File: config.mk
export PLATFORM = sky130hd
export DESIGN_NAME = alu8_core
export DESIGN_NICKNAME = d
export VERILOG_FILES = /design/src/rtl/alu8_pkg.sv /design/src/rtl/alu8_adder.sv /design/src/rtl/alu8_mul.sv /design/src/rtl/alu8_shift.sv /design/src/rtl/alu8_core.sv
export SDC_FILE = /design/constraint.sdc
export NUM_CORES = 1
export LEC_CHECK = 0
export BUFFER_PORTS_ARGS = -buffer_cell sky130_fd_sc_hd__buf_4
export CORE_ASPECT_RATIO = 0.75
export CORE_MARGIN = 2
export CORE_UTILIZATION = 49
export DETAILED_ROUTE_END_ITERATION = 7
export GPL_TIMING_DRIVEN = 0
export PLACE_DENSITY = 0.67
export SLEW_MARGIN = 5
export SYNTH_ARGS = -nofsm -noshare
export SYNTH_HDL_FRONTEND = slang
export SYNTH_HIERARCHICAL = 1
export SYNTH_SLANG_ARGS = --single-unit
File: constraint.sdc
create_clock -name vclk -period 5.8
set_input_delay 0.29 -clock vclk [all_inputs]
set_output_delay 0.29 -clock vclk [all_outputs]
set_load 0.02 [all_outputs]
File: src/rtl/alu8_pkg.sv
package alu8_pkg;
    typedef enum logic [4:0] {
        OP_ADD  = 5'd0,
        OP_ADDC = 5'd1,
        OP_SUB  = 5'd2,
        OP_SUBC = 5'd3,
        OP_SUBL = 5'd4,
        OP_CMP  = 5'd5,
        OP_AND  = 5'd6,
        OP_OR   = 5'd7,
        OP_XOR  = 5'd8,
        OP_NOT  = 5'd9,
        OP_INC  = 5'd10,
        OP_DEC  = 5'd11,
        OP_RL   = 5'd12,
        OP_RR   = 5'd13,
        OP_SWAP = 5'd14,
        OP_MULU = 5'd15,
        OP_MULS = 5'd16,
        OP_MOV  = 5'd17
    } alu_op_e;

    typedef struct packed {
        logic z;
        logic c;
        logic dc;
    } flag_set_t;
endpackage

File: src/rtl/alu8_adder.sv
module alu8_adder #(
    parameter int W = 8
) (
    input  logic [W-1:0] a_i,
    input  logic [W-1:0] b_i,
    input  logic         cin_i,
    output logic [W-1:0] sum_o,
    output logic         cout_o,
    output logic         hcout_o
);
    localparam int NIB = W / 2;

    logic [W:0]   full_sum;
    logic [NIB:0] low_sum;

    // Full-width sum; the top bit is the carry out of the most significant bit
    assign full_sum = {1'b0, a_i} + {1'b0, b_i} + {{W{1'b0}}, cin_i};
    // Low half summed on its own to obtain the carry out of the low nibble
    assign low_sum  = {1'b0, a_i[NIB-1:0]} + {1'b0, b_i[NIB-1:0]} + {{NIB{1'b0}}, cin_i};

    assign sum_o   = full_sum[W-1:0];
    assign cout_o  = full_sum[W];
    assign hcout_o = low_sum[NIB];
endmodule

File: src/rtl/alu8_mul.sv
module alu8_mul #(
    parameter int W      = 8,
    parameter bit SIGNED = 1'b0
) (
    input  logic [W-1:0]   a_i,
    input  logic [W-1:0]   b_i,
    output logic [2*W-1:0] prod_o
);
    generate
        if (SIGNED) begin : g_signed
            logic signed [2*W-1:0] a_ext;
            logic signed [2*W-1:0] b_ext;
            assign a_ext  = {{W{a_i[W-1]}}, a_i};
            assign b_ext  = {{W{b_i[W-1]}}, b_i};
            assign prod_o = a_ext * b_ext;
        end else begin : g_unsigned
            logic [2*W-1:0] a_ext;
            logic [2*W-1:0] b_ext;
            assign a_ext  = {{W{1'b0}}, a_i};
            assign b_ext  = {{W{1'b0}}, b_i};
            assign prod_o = a_ext * b_ext;
        end
    endgenerate
endmodule

File: src/rtl/alu8_shift.sv
module alu8_shift #(
    parameter int W = 8
) (
    input  logic [W-1:0] b_i,
    input  logic         cin_i,
    output logic [W-1:0] rl_o,
    output logic         rl_c_o,
    output logic [W-1:0] rr_o,
    output logic         rr_c_o,
    output logic [W-1:0] swap_o
);
    localparam int NIB = W / 2;

    assign rl_o   = {b_i[W-2:0], cin_i};
    assign rl_c_o = b_i[W-1];
    assign rr_o   = {cin_i, b_i[W-1:1]};
    assign rr_c_o = b_i[0];
    assign swap_o = {b_i[NIB-1:0], b_i[W-1:NIB]};
endmodule

File: src/rtl/alu8_core.sv
module alu8_core
    import alu8_pkg::*;
#(
    parameter int W = 8
) (
    input  logic [W-1:0] w_i,
    input  logic [W-1:0] b_i,
    input  logic         c_i,
    input  logic [4:0]   op_i,
    output logic [W-1:0] res_o,
    output logic [W-1:0] hi_o,
    output logic         z_o,
    output logic         c_o,
    output logic         dc_o,
    output logic         z_we_o,
    output logic         c_we_o,
    output logic         dc_we_o
);
    localparam int PW = 2 * W;

    alu_op_e op;
    assign op = alu_op_e'(op_i);

    // Shared adder operand selection
    logic [W-1:0] add_a;
    logic [W-1:0] add_b;
    logic         add_cin;
    logic [W-1:0] add_sum;
    logic         add_cout;
    logic         add_hcout;

    always_comb begin
        add_a   = w_i;
        add_b   = b_i;
        add_cin = 1'b0;
        unique case (op)
            OP_ADD:  begin add_a = w_i; add_b = b_i;  add_cin = 1'b0; end
            OP_ADDC: begin add_a = w_i; add_b = b_i;  add_cin = c_i;  end
            OP_SUB, OP_SUBL, OP_CMP:
                     begin add_a = b_i; add_b = ~w_i; add_cin = 1'b1; end
            OP_SUBC: begin add_a = b_i; add_b = ~w_i; add_cin = c_i;  end
            OP_INC:  begin add_a = b_i; add_b = '0;   add_cin = 1'b1; end
            OP_DEC:  begin add_a = b_i; add_b = '1;   add_cin = 1'b0; end
            default: begin add_a = w_i; add_b = b_i;  add_cin = 1'b0; end
        endcase
    end

    alu8_adder #(.W(W)) u_adder (
        .a_i     (add_a),
        .b_i     (add_b),
        .cin_i   (add_cin),
        .sum_o   (add_sum),
        .cout_o  (add_cout),
        .hcout_o (add_hcout)
    );

    // Index 0 unsigned, index 1 signed
    logic [PW-1:0] prod [2];
    generate
        for (genvar k = 0; k < 2; k++) begin : g_mul
            alu8_mul #(.W(W), .SIGNED(k == 1)) u_mul (
                .a_i    (w_i),
                .b_i    (b_i),
                .prod_o (prod[k])
            );
        end
    endgenerate

    logic [W-1:0] rl_val;
    logic [W-1:0] rr_val;
    logic [W-1:0] swap_val;
    logic         rl_c;
    logic         rr_c;

    alu8_shift #(.W(W)) u_shift (
        .b_i    (b_i),
        .cin_i  (c_i),
        .rl_o   (rl_val),
        .rl_c_o (rl_c),
        .rr_o   (rr_val),
        .rr_c_o (rr_c),
        .swap_o (swap_val)
    );

    // Result, enables and raw flag sources
    logic [W-1:0] zsrc;
    flag_set_t    raw;
    flag_set_t    en;

    always_comb begin
        res_o = '0;
        hi_o  = '0;
        zsrc  = '0;
        raw   = '0;
        en    = '0;
        unique case (op)
            OP_ADD, OP_ADDC, OP_SUB, OP_SUBC: begin
                res_o = add_sum;
                zsrc  = add_sum;
                raw   = '{z: 1'b0, c: add_cout, dc: add_hcout};
                en    = '{z: 1'b1, c: 1'b1, dc: 1'b1};
            end
            OP_SUBL: begin
                res_o = add_sum;
                // W - operand is zero exactly when operand - W is zero
                zsrc  = add_sum;
                raw   = '{z: 1'b0, c: add_cout, dc: add_hcout};
                en    = '{z: 1'b1, c: 1'b1, dc: 1'b1};
            end
            OP_CMP: begin
                res_o = w_i;
                zsrc  = add_sum;
                raw   = '{z: 1'b0, c: add_cout, dc: add_hcout};
                en    = '{z: 1'b1, c: 1'b1, dc: 1'b1};
            end
            OP_AND: begin res_o = w_i & b_i; zsrc = w_i & b_i; en.z = 1'b1; end
            OP_OR:  begin res_o = w_i | b_i; zsrc = w_i | b_i; en.z = 1'b1; end
            OP_XOR: begin res_o = w_i ^ b_i; zsrc = w_i ^ b_i; en.z = 1'b1; end
            OP_NOT: begin res_o = ~b_i;      zsrc = ~b_i;      en.z = 1'b1; end
            OP_INC, OP_DEC: begin
                res_o = add_sum;
                zsrc  = add_sum;
                en.z  = 1'b1;
            end
            OP_MOV: begin res_o = b_i; zsrc = b_i; en.z = 1'b1; end
            OP_RL:  begin res_o = rl_val; raw.c = rl_c; en.c = 1'b1; end
            OP_RR:  begin res_o = rr_val; raw.c = rr_c; en.c = 1'b1; end
            OP_SWAP: res_o = swap_val;
            OP_MULU: begin res_o = prod[0][W-1:0]; hi_o = prod[0][PW-1:W]; end
            OP_MULS: begin res_o = prod[1][W-1:0]; hi_o = prod[1][PW-1:W]; end
            default: res_o = '0;
        endcase
        raw.z = (zsrc == '0);
    end

    assign z_we_o  = en.z;
    assign c_we_o  = en.c;
    assign dc_we_o = en.dc;
    assign z_o     = en.z  & raw.z;
    assign c_o     = en.c  & raw.c;
    assign dc_o    = en.dc & raw.dc;

    // Embedded checks
    always_comb begin

        if (op == OP_SWAP)
            swap_noflag_chk: assert (!z_we_o && !c_we_o && !dc_we_o)
                else $error("SWAP enabled a flag");

        off_flag_zero_chk: assert ((z_we_o || !z_o) && (c_we_o || !c_o) && (dc_we_o || !dc_o))
            else $error("disabled flag driven high");

        if (op != OP_MULU && op != OP_MULS)
            hi_idle_chk: assert (hi_o == '0)
                else $error("high byte nonzero outside multiply");

        if (op == OP_RL)
            rl_carry_chk: assert (c_o == b_i[W-1] && res_o[0] == c_i)
                else $error("RL carry wrong");

        if (op == OP_RR)
            rr_carry_chk: assert (c_o == b_i[0] && res_o[W-1] == c_i)
                else $error("RR carry wrong");

        if (op == OP_AND || op == OP_OR || op == OP_XOR)
            logic_zero_chk: assert (z_o == (res_o == '0))
                else $error("logic zero flag wrong");

        if (op == OP_ADD && b_i == '0)
            add_identity_chk: assert (res_o == w_i && !c_o && !dc_o)
                else $error("ADD of zero altered W");
    end
endmodule

---- Yosys cells after proc, flatten, opt, wreduce, memory -nomap -nowiden ----
Index checks and enable logic that the tools add are counted.
word-level totals
  output and inout bits ................... 22
  register bits ........................... 0
  memories kept ........................... 0
  bits of input ports ..................... 22
  bits in latches ......................... 0
  ROM bits ................................ 0
  memory bits (writable) .................. 0
  logic and storage cells ................. 53
cells by class
  divide/modulo/power cells ............... 0
  bitwise gates (word level) .............. 8
  multiplexer cells ....................... 11
  add/subtract/negate cells ............... 4
  $mul .................................... 2
  order comparisons ....................... 0
  equal/unequal tests ..................... 17
  shifts and indexed selects .............. 0
  reductions and logical operators ........ 11
operators by type and width
  kind                                                                   count
  8-bit case mux with 12 select lines                                    1
  8-bit case mux with 6 select lines                                     1
  5-bit by 4-bit equality test with 1-bit output, second input constant  8
  8-bit by 8-bit multiplier with 16-bit output                           2
  8-bit case mux with 3 select lines                                     1
  5-bit by 3-bit equality test with 1-bit output, second input constant  4
  8-bit NOT                                                              2
  8-bit case mux with 2 select lines                                     1
  8-bit OR reduction                                                     2
  13-bit OR reduction                                                    1
  6-bit OR reduction                                                     2
  5-bit by 2-bit equality test with 1-bit output, second input constant  2
  5-bit equality test, second input constant                             2
  8-bit by 8-bit adder with 9-bit output                                 1
  9-bit by 1-bit adder with 9-bit output                                 1
  8-bit AND                                                              1
  8-bit logical NOT                                                      1
  8-bit two-way mux                                                      1
  8-bit bitwise OR                                                       1
  4-bit OR reduction                                                     2
  8-bit XOR                                                              1
  7-bit OR reduction                                                     1
  4-bit by 4-bit adder with 5-bit output                                 1
  5-bit by 1-bit adder with 5-bit output                                 1
  other kinds (7)                                                        12

---- Longest topological paths before layout ----
Gate-level depths: netlist of run 1.
  word-level depth ........................ 8
  depth in mapped cells ................... 19
  gate-level depth less buffers ........... 18

---- Cells and area by module ----
Netlist of run 1, hierarchy kept.
by module, submodules not included
  module                      seq. area each (um^2)  times used  area each (um^2)  cells each
  alu8_mul at g_mul[1].u_mul  0.0                    1           2512.4            284
  alu8_mul at g_mul[0].u_mul  0.0                    1           2210.9            258
  alu8_core                   0.0                    1           1561.5            222
  alu8_adder                  0.0                    1           316.6             38
  alu8_shift                  0.0                    1           195.2             26

---- Worst setup path after synthesis of run 1 ----
OpenSTA, ideal clock, no wires.
  path type ............................... in2out
  from .................................... input b_i[2]
  to ...................................... output hi_o[3]
  stages .................................. 16
  slack ................................... 1.432 ns
  arrival time ............................ 4.078 ns
  data required time ...................... 5.510 ns
  cell sequence ........................... and2_1 -> fa_1 -> inv_1 -> fa_1 -> inv_1 -> fa_1 -> inv_1 -> fa_1 -> inv_1 -> ha_1 -> a21o_1 -> a21oi_2 -> a21boi_1 -> or4_1 -> nand3_1 -> a22o_1
RTL lines
  item             line             text
  start, declared  alu8_core.sv:7   input logic [W-1:0] b_i,
  end, declared    alu8_core.sv:11  output logic [W-1:0] hi_o,

==> impl_metrics.yaml, run 1 <==
status:
  status: "finished, final reports clean"
synthesis:
  yosys-top-cells-area: "fa_1 27%, ha_1 16%, and2_1 8.7%, inv_1 8.3%, nand2_1 3.5%"
  yosys.area_share.xor_xnor_pct: 3.09
  synthCells: 828
  synth_mux_area_share_pct: 2.67
  synth_most_common_cell: "inv_1"
  yosys.area_share.simple_pct: 22.8
  syn_nets: 1031
  synth_compound_area_share_pct: 15.2
  synth-adder-area-share_pct: 43.6
  ys_types: 76
  yosysSeqAreaShare_pct: 0
  syn_area_per_cell_um2: 8.21
  ys_warn_count: 6
  syn_area_um2: 6800
  synth_largest_area_cell: "fa_1"
  synthDominantCellAreaShare_pct: 27.4
  synthTopCellsByCount: "150 x inv_1, 94 x and2_1, 93 x fa_1, 88 x ha_1, 63 x nand2_1"
  synth_top_family_by_area: "adder cells"
setup_path:
  worst_path_max_delay_cell: "o311ai_0"
  cp.depth: 17
  setup.worst_path.end_class: "output port"
  crit_required_ns: 5.51
  startpoint_type: "input port"
  critical-path-max-stage-delay_ns: 0.63
  arrival_ns: 4.78
  critPathKind: "input port to output port"
  cp_max_fo: 23
  path_buf_inv: 6
  path_delay_family: "adder cells"
  worstPathCellList: "buf_4 -> and2_1 -> fa_1 -> inv_1 -> fa_1 -> inv_1 -> fa_1 -> inv_1 -> fa_1 -> inv_1 -> ha_1 -> o21a_1 -> o31a_4 -> o311ai_0 -> o311ai_0 -> a22o_1 -> buf_4"
place:
  gp_congestion: 0.870
  io_buffers: 43
  dpl.hpwl_um: 13100
  pre_cts_ws_ns: 0.813
  dpl_cell_area_um2: 7340
sta:
  hold_viol: 0
  final-setup-viol-count: 0
  max_freq_ghz: 0.197
  tightestPinTransition_ns: 0.867
  period_minus_slack_ns: 5.07
  relSlewSlack_pct: 42.1
  rsz0062_at_grt: "no"
  finalSetupTns_ns: 0
  worst_slack_ns: 0.730
  drv_slew: 0
  timing.hold.ws_ns: 1.05
  post-route-period-util_pct: 87.4
cells_and_area:
  syn2layout_area_growth_pct: 7.97
  design_area_um2: 7340
  multi_input_area_um2: 5940
  register_area_um2: 0
  num-fill-cells: 1330
  fin_util_pct: 53.9
  final_net_count: 1076
  drive_above_1_share_pct: 12.4
  antenna-diode-count: 0
  n_clock_buffer: 0
  seq_cell_count: 0
global_routing:
  track_usage_pct: 23.7
  grt_pass1_vias: 5583
  gr-total-overflow: 0
  grt_first_pass_wirelength_um: 28800
  antenna_found_initial: 0
  grt_max_degree: 25
clocking:
  cts_hold_buf: 0
  cts.repair.resized: 0
  post-cts-setup-buffers: 0
die:
  dieArea_um2: 14800
  core_area_um2: 13600
  initial_utilization_pct: 49.9
  fp.dieH_um: 106
  rows: 37
  ios: 44
  die_x_um: 140
power:
  ir_worst_vdd_v: 0.000134
  power_density_nw_per_um2: 248
  p_leak_nw: 3.75
route:
  drcViolationCount: 0
  routed_wl_um: 17200
  drtAntennaViolNets: 0
  routed_via_density: 5.48
  routed-via-count: 5731
  drt_pass1_iterations: 5
  routedWlPerCell_um: 16.4
  initialDrtViolationCount: 414
worst_hold_path:
  min_path_type: "input port to output port"
  whs_path_depth: 5
flow_run:
  cap_violations: 0
[worst paths after layout]
path / start / endpoint / slack (ns)
max: b_i[2] / hi_o[5] / 0.73
min: op_i[4] / c_we_o / 1.05
[cells in the final DEF, fill, tap and decap left out, types with 5 or more instances in the layout]
| cell | Yosys | routed |
|---|---|---|
| xnor2_1 | 17 | 17 |
| nand2_1 | 63 | 63 |
| o211ai_1 | 12 | 12 |
| nor3_1 | 10 | 10 |
| nor2_1 | 26 | 26 |
| nor2b_1 | 12 | 12 |
| and2_1 | 94 | 94 |
| a21oi_1 | 24 | 24 |
| a221oi_1 | 8 | 8 |
| a22oi_1 | 10 | 10 |
| buf_4 | 31 | 74 |
| nand3_1 | 14 | 14 |
| mux2i_1 | 17 | 17 |
| o21ai_0 | 23 | 23 |
| a21o_1 | 6 | 6 |
| inv_1 | 150 | 150 |
| nor4_1 | 6 | 6 |
| nor3b_1 | 7 | 7 |
| a211oi_1 | 7 | 7 |
| fa_1 | 93 | 93 |
| xor2_1 | 7 | 7 |
| ha_1 | 88 | 88 |
| buf_2 | 5 | 5 |
| o2bb2ai_1 | 6 | 6 |
| a22o_1 | 11 | 11 |
| o21a_1 | 6 | 6 |
[per-layer routing]
| metal | routed length, µm | GRT usage, % |
|---|---|---|
| met1 | 8550 | 36.7 |
| met2 | 7500 | 36.8 |
| met3 | 1050 | 3.33 |
| met4 | 59 | 1.64 |
| met5 | 0 | 0 |
[kinds of logic (layout without fill, tap and decap cells)]
logic type               Yosys count  count (layout)
AO/OA/AOI/OAI                    141             141
adder cells (fa/ha/maj)          181             181
XOR/XNOR                          24              24
AND/OR/NAND/NOR                  272             272
multiplexers                      18              18
buffers and inverters            192             235
[stage by stage]
step                      power, mW  std cells
after detailed placement       1.81       1046
after global placement         1.79       1046
after global routing           2.09       1046
final                          1.82       1046
after floorplan                1.41        828
after CTS                      1.82       1046
[power breakdown]
| part | internal, mW | switching, mW |
|---|---|---|
| combinational | 0.789 | 1.03 |
| sequential | 0 | 0 |
| clock | 0 | 0 |
| total | 0.789 | 1.03 |
[layout make-up]
cell class | count | share of cell area (%)
timing repair buffer | 43 | 4.40
buffer | 42 | 4.04
tap | 175 | 2.98
multi-input combinational | 636 | 80.9
inverter | 150 | 7.67
(Power assumes the default switching activity.)
==> run 2: changes to the inputs <==
REMOVE_ABC_BUFFERS = 1   (was unset)
==> impl_metrics.yaml, run 2 (synthesized netlist as in run 1, its figures left out) <==
route:
  drcViolationCount: 0
  routed-via-count: 5587
  routed_wl_um: 16700
  drt_pass1_iterations: 5
  drtAntennaViolNets: 0
  initialDrtViolationCount: 302
  routed_via_density: 5.56
  routedWlPerCell_um: 16.6
power:
  ir_worst_vdd_v: 0.000137
  p_leak_nw: 3.56
  power_density_nw_per_um2: 257
sta:
  drv_slew: 0
  final-setup-viol-count: 0
  post-route-period-util_pct: 86.8
  rsz0062_at_grt: "no"
  tightestPinTransition_ns: 1.23
  period_minus_slack_ns: 5.03
  worst_slack_ns: 0.765
  finalSetupTns_ns: 0
  max_freq_ghz: 0.199
  relSlewSlack_pct: 18.0
  hold_viol: 0
cells_and_area:
  seq_cell_count: 0
  register_area_um2: 0
  final_net_count: 1035
  layout_common_cells: "150 x inv_1, 94 x and2_1, 93 x fa_1"
  n_clock_buffer: 0
  drive_above_1_share_pct: 8.43
  syn2layout_area_growth_pct: 3.72
  antenna-diode-count: 0
  mostFrequentLayoutCell: "inv_1"
  num-fill-cells: 1343
setup_path:
  cp-endpoint: "hi_o[5]"
  path_delay_family: "adder cells"
  cp_max_fo: 23
  crit_start: "b_i[2]"
  critPathKind: "input port to output port"
  worstPathCellList: "buf_4 -> and2_1 -> fa_1 -> inv_1 -> fa_1 -> inv_1 -> fa_1 -> inv_1 -> fa_1 -> inv_1 -> ha_1 -> o21a_1 -> o31a_4 -> o311ai_0 -> o311ai_0 -> a22o_1 -> buf_4"
  cp.depth: 17
  startpoint_type: "input port"
  crit_required_ns: 5.51
  worst_path_max_delay_cell: "o311ai_0"
  path_buf_inv: 6
  setup.worst_path.end_class: "output port"
  arrival_ns: 4.74
  critical-path-max-stage-delay_ns: 0.61
global_routing:
  gr-total-overflow: 0
  grt_pass1_vias: 5520
  grt_first_pass_wirelength_um: 28400
  track_usage_pct: 23.0
  antenna_found_initial: 0
  grt_max_degree: 31
die:
  initial_utilization_pct: 49.9
  ios: 44
  die_x_um: 140
  rows: 37
  dieArea_um2: 14800
  fp.dieH_um: 106
  core_area_um2: 13600
place:
  gp_congestion: 0.842
  dpl.hpwl_um: 12400
  io_buffers: 44
  pre_cts_ws_ns: 0.786
clocking:
  cts_hold_buf: 0
  post-cts-setup-buffers: 0
  cts.repair.resized: 0
flow_run:
  cap_violations: 0
status:
  status: "finished, final reports clean"
worst_hold_path:
  min_path_type: "input port to output port"
## run 2: final cells by class
class / count / area [µm²] / area share (%)
multi-input cells: 636 / 5940 / 84.2
repair buffers: 44 / 330 / 4.69
well taps: 175 / 219 / 3.11
inverters: 150 / 563 / 7.99
## run 2: worst min-delay path by stage
stage | from | end | slack (ns) | depth (start not counted)
floorplan | op_i[4] | z_we_o | 0.66 | 1
CTS | op_i[4] | z_we_o | 1.01 | 3
finish | op_i[4] | z_we_o | 1.01 | 3
global placement | op_i[4] | z_we_o | 1.01 | 3
detailed placement | op_i[4] | z_we_o | 1.01 | 3
global route | op_i[4] | z_we_o | 1.04 | 3
## run 2: per-layer routing
metal / global-route usage, % / wire (µm) / vias up
met2: 36.6 / 7420 / 120
met1: 36.2 / 8470 / 2734
met5: 0 / 0 / -
met4: 1.50 / 105 / 0
met3: 1.22 / 669 / 9
li1: - / - / 2724
## run 2: through the flow
step / hold slack (ns) / util (%) / power, mW / std cells / instance area [µm²]
4_1_cts: 1.01 / 51.8 / 1.81 / 1005 / 7050
5_1_grt: 1.04 / 51.8 / 2.06 / 1005 / 7050
3_3_place_gp: 1.01 / 51.8 / 1.78 / 1005 / 7050
2_1_floorplan: 0.655 / - / 1.38 / 786 / 6500
3_5_place_dp: 1.01 / 51.8 / 1.80 / 1005 / 7050
6_report: 1.01 / 51.8 / 1.81 / 1005 / 7050
## run 2: power by group
| group | switching (mW) | internal [mW] |
|---|---|---|
| combinational | 1.03 | 0.776 |
| sequential | 0 | 0 |
| clock | 0 | 0 |
| total | 1.03 | 0.776 |
